--- config.mk ---
export PLATFORM = sky130hd
export DESIGN_NAME = wrr_static_sched
export DESIGN_NICKNAME = d
export VERILOG_FILES = /design/src/rtl/wrr_static_sched.sv
export SDC_FILE = /design/constraint.sdc
export NUM_CORES = 1
export LEC_CHECK = 0
export ABC_AREA = 1
export BUFFER_PORTS_ARGS = -buffer_cell sky130_fd_sc_hd__buf_4
export CAP_MARGIN = 20
export CORE_MARGIN = 2
export CORE_UTILIZATION = 35
export CTS_BUF_LIST = sky130_fd_sc_hd__clkbuf_4 sky130_fd_sc_hd__clkbuf_8
export DETAILED_ROUTE_END_ITERATION = 10
export GPL_TIMING_DRIVEN = 0
export PLACE_DENSITY_LB_ADDON = 0.05
export SLEW_MARGIN = 30
export SYNTH_ARGS = -nofsm -noshare
export SYNTH_HDL_FRONTEND = slang
export SYNTH_SLANG_ARGS = --single-unit
--- constraint.sdc ---
create_clock -name clk -period 12.1 [get_ports clk]
set_input_delay 2.42 -clock clk [delete_from_list [all_inputs] [get_ports clk]]
set_output_delay 2.42 -clock clk [all_outputs]
set_load 0.01 [all_outputs]
--- src/rtl/wrr_static_sched.sv ---
module wrr_static_sched #(
  parameter int NQ = 8,
  localparam int QW = (NQ > 1) ? $clog2(NQ) : 1
) (
  input  logic            clk,
  input  logic            rst_n,
  input  logic [NQ-1:0]   q_nonempty,
  input  logic [4*NQ-1:0] q_level,
  input  logic            grant_ack,
  output logic            gnt_valid,
  output logic [QW-1:0]   gnt_queue,
  output logic            gnt_static,
  output logic            cfg_err
);

  function automatic logic [7:0] lvl_pattern(input logic [3:0] l);
    case (l)
      4'd0: return 8'h00;
      4'd1: return 8'h01;
      4'd2: return 8'h11;
      4'd3: return 8'h49;
      4'd4: return 8'h55;
      4'd5: return 8'h57;
      4'd6: return 8'h77;
      4'd7: return 8'h7F;
      default: return 8'hFF;
    endcase
  endfunction

  logic [2:0]    rnd;
  logic [QW-1:0] lastq;
  logic [NQ-1:0] is_static;
  logic [7:0]    pat [NQ];
  logic          st_hit, w_hit, err_c;
  logic [QW-1:0] st_idx, w_idx;
  logic [2:0]    w_rnd;

  always_comb begin
    err_c = 1'b0;
    for (int i = 0; i < NQ; i++) begin
      is_static[i] = (q_level[4*i +: 4] == 4'd9);
      pat[i] = lvl_pattern(q_level[4*i +: 4]);
      if (q_level[4*i +: 4] > 4'd9) err_c = 1'b1;
    end
    for (int i = 1; i < NQ; i++)
      for (int k = 0; k < i; k++)
        if (is_static[i] && !is_static[k]) err_c = 1'b1;
  end

  always_comb begin
    st_hit = 1'b0;
    st_idx = '0;
    for (int i = NQ - 1; i >= 0; i--)
      if (is_static[i] && q_nonempty[i]) begin
        st_hit = 1'b1;
        st_idx = QW'(i);
      end
  end

  always_comb begin
    w_hit = 1'b0;
    w_idx = '0;
    w_rnd = '0;
    for (int k = 0; k < 8; k++) begin
      for (int j = 1; j <= NQ; j++) begin
        int q;
        logic [2:0] rr;
        q = int'(lastq) + j;
        if (q >= NQ) q = q - NQ;
        rr = rnd + 3'(k);
        if (!w_hit && q_nonempty[q] && !is_static[q] && pat[q][rr]) begin
          w_hit = 1'b1;
          w_idx = QW'(q);
          w_rnd = rr;
        end
      end
    end
  end

  assign gnt_valid  = st_hit | w_hit;
  assign gnt_static = st_hit;
  assign gnt_queue  = st_hit ? st_idx : w_idx;
  assign cfg_err    = err_c;

  always_ff @(posedge clk) begin
    if (!rst_n) begin
      rnd   <= '0;
      lastq <= QW'(NQ - 1);
    end else if (grant_ack && w_hit && !st_hit) begin
      rnd   <= w_rnd + 3'd1;
      lastq <= w_idx;
    end
  end


  no_idle_grant_chk: assert property (@(posedge clk) disable iff (!rst_n)
    (q_nonempty == '0) |-> !gnt_valid);


  zero_level_never_chk: assert property (@(posedge clk) disable iff (!rst_n)
    gnt_valid |-> (q_level[4*gnt_queue +: 4] != 4'd0));


  static_first_chk: assert property (@(posedge clk) disable iff (!rst_n)
    (gnt_valid && !gnt_static) |-> ((is_static & q_nonempty) == '0));


  static_keeps_state_chk: assert property (@(posedge clk) disable iff (!rst_n)
    (grant_ack && gnt_static) |=> ($stable(rnd) && $stable(lastq)));


  hold_without_ack_chk: assert property (@(posedge clk) disable iff (!rst_n)
    (gnt_valid && !grant_ack) ##1 ($stable(q_nonempty) && $stable(q_level))
      |-> ($stable(gnt_queue) && gnt_valid));

endmodule

==> flow_summary.json <==
{
  "end_kind": "output port",
  "slew_viol_final": 0,
  "slowest_delay_ps": 280,
  "synthesis.instances": 1949,
  "num_rows": 60,
  "holdWs_ps": 1170,
  "drt_iter0_markers": 2026,
  "cp.required_ps": 9680,
  "cts-hold-fix-buffers": 0,
  "ys_ff_latch": 6,
  "fin_nets": 2092,
  "r2r_slack_ps": 3210,
  "vias": 14600,
  "post-dp-hpwl_mm": 48.3,
  "die_height_um": 168,
  "period_minus_slack_ps": 11760,
  "finalHoldViolCount": 0,
  "start_util_pct": 35.3,
  "grt_pass1_wl_mm": 84.4,
  "ys_async_sr_fraction_pct": 0,
  "cts_buffers": 3,
  "grt.total_usage_pct": 39.9,
  "yosysTopAreaCell": "nand3_1",
  "worst_setup_path_start_kind": "input port",
  "antenna_found_initial": 0,
  "gp_congestion": 1.13,
  "worst_pin_slew_ps": 1120,
  "synth_cell_types": 53,
  "ant_nets": 0,
  "synth_area_sq_mm": 0.00941,
  "worstHoldStart": "rnd[2]$_SDFFE_PN0P_",
  "clkTransAtPathRegs_ps": 30,
  "arrival_ps": 9340,
  "synth_top_area_share_pct": 25.0,
  "worst_path_max_delay_cell": "o21ai_4",
  "holdPathStages": 4,
  "h-tree-depth": 1,
  "rr_endpoint": "lastq[2]$_SDFFE_PN1P_",
  "status": "complete, no violations",
  "min_to": "rnd[2]$_SDFFE_PN0P_",
  "max_freq_mhz": 85.1,
  "layout-drive-gt1-share_pct": 13.1,
  "cts_root_buf": "clkbuf_8",
  "die_x_um": 168,
  "ys_seq_area_share_pct": 1.28,
  "overflow": 0,
  "cts_tree": "built",
  "io_pins": 49,
  "cpMostUsedCell": "nor2_4",
  "firstDrtPassIters": 5,
  "grt_pass1_vias": 13300,
  "die_area_sq_mm": 0.0282,
  "path_max_fanout": 9,
  "r2r-start": "lastq[1]$_SDFFE_PN1P_",
  "ff_latch_area_sq_um": 120,
  "multi_input_area_sq_mm": 0.00828,
  "ys_top_cells_by_area": "nand3_1, nand2_1, nor2_1, inv_1, o21ai_0",
  "fin_skew_ps": 0.256,
  "n_antenna_cell": 0,
  "routed_via_density": 6.12,
  "wire_per_inst_um": 24.3,
  "relSlewSlack_pct": 25.3,
  "layout_common_cells": "nand2_1, nand3_1, nor2_1, inv_1, o21ai_0",
  "min_period_over_period_pct": 97.2,
  "avgSynthCellArea_sq_um": 4.83,
  "synth_ff_type": "dfxtp_1",
  "fillers": 3148,
  "synth_edf_count": 0,
  "hp-class": "reg2reg",
  "clock_sinks": 6,
  "grt_max_degree": 11,
  "clk_path_buf_depth": 2,
  "setup_viol": 0,
  "drc_errors": 0,
  "insertion_delay_ps": 220,
  "routed_wirelength_mm": 58.0,
  "port_buffers": 48,
  "coreArea_sq_mm": 0.0267,
  "synthToLayoutAreaGrowth_pct": 15.3,
  "max_cap_violations": 0,
  "critPathKind": "in2out",
  "yosysWarningCount": 0,
  "rr_worst_depth": 49,
  "layout_commonest_cell": "nand2_1",
  "synth_nets": 1997
}
stage by stage:
step / worst slack (ps) / util (%) / area, sq um / TNS, ps / instances
after floorplan: 1850 / - / 9410 / 0 / 1949
after global placement: -906 / 38.3 / 10200 / -3000 / 2338
after detailed placement: -494 / 38.3 / 10200 / -1340 / 2338
after CTS: 23.6 / 38.7 / 10300 / 0 / 2345
after global routing: -37.2 / 40.7 / 10900 / -37.2 / 2383
final: 343 / 40.7 / 10900 / 0 / 2383
state kept, by name (all words and copies together) (netlist names):
| name | flops |
|---|---|
| rnd | 3 |
| lastq | 3 |
worst max-delay path, delay by kind of cell:
| kind | cells | cell delay [ps] |
|---|---|---|
| compound gates | 2 | 420 |
| buf+inv | 5 | 680 |
| simple gates | 39 | 5800 |
metal layers:
layer,GRT usage [%],part of all wire [%]
met5,0,0.13
met4,11.6,3.4
met3,10.2,13
met2,59.7,41
met1,56.3,43
cell usage after synthesis, types with 12 or more instances:
cell type	count
nand2_1	570
nand3_1	470
nor2_1	209
inv_1	171
o21ai_0	104
nor3_1	49
nand4_1	44
clkbuf_1	41
a21oi_1	31
a31oi_1	26
buf_2	20
o21ai_1	20
nor4_1	16
buf_1	15
inv_2	14
or2_2	14
nand3b_1	13
nor2_4	13
buf_4	12
worst max path at each step:
| stage | from | endpoint |
|---|---|---|
| floorplan | q_level[18] | gnt_queue[0] |
| CTS | q_level[14] | gnt_queue[2] |
| global placement | q_level[9] | gnt_queue[2] |
| finish | q_level[13] | gnt_queue[2] |
| detailed placement | q_level[9] | gnt_queue[2] |
| global route | q_level[27] | gnt_queue[2] |
layout make-up:
class                      count  area share [%]
tap                          341            3.93
buffer                        99            4.87
multi-input combinational   1652            76.3
inverter                     192            6.79
timing repair buffer          90            6.61
clock buffer                   3           0.380
sequential                     6            1.11
cell families (layout without fill, tap and decap cells):
| family | after synthesis | after routing | share of synthesized area, % |
|---|---|---|---|
| multiplexers | 3 | 3 | 0.319 |
| flip-flops | 6 | 6 | 1.28 |
| adder cells (fa/ha/maj) | 5 | 5 | 0.665 |
| buffers and inverters | 291 | 384 | 13.3 |
| AND/OR/NAND/NOR | 1437 | 1437 | 71.7 |
| XOR/XNOR | 7 | 7 | 1.25 |
| AO/OA/AOI/OAI | 200 | 200 | 11.6 |
repair_timing:
item                                    CTS  global route
pin swaps                                 2            23
cloned                                    0             0
endpoints found under the hold margin     0             0
buffers inserted                          4            38
endpoints found under the setup margin    4             4
gates resized for setup                   7            64
Power is left out: the tool's default activity adds up to more than one toggle a clock period on the data nets, which glitch-free logic cannot reach.
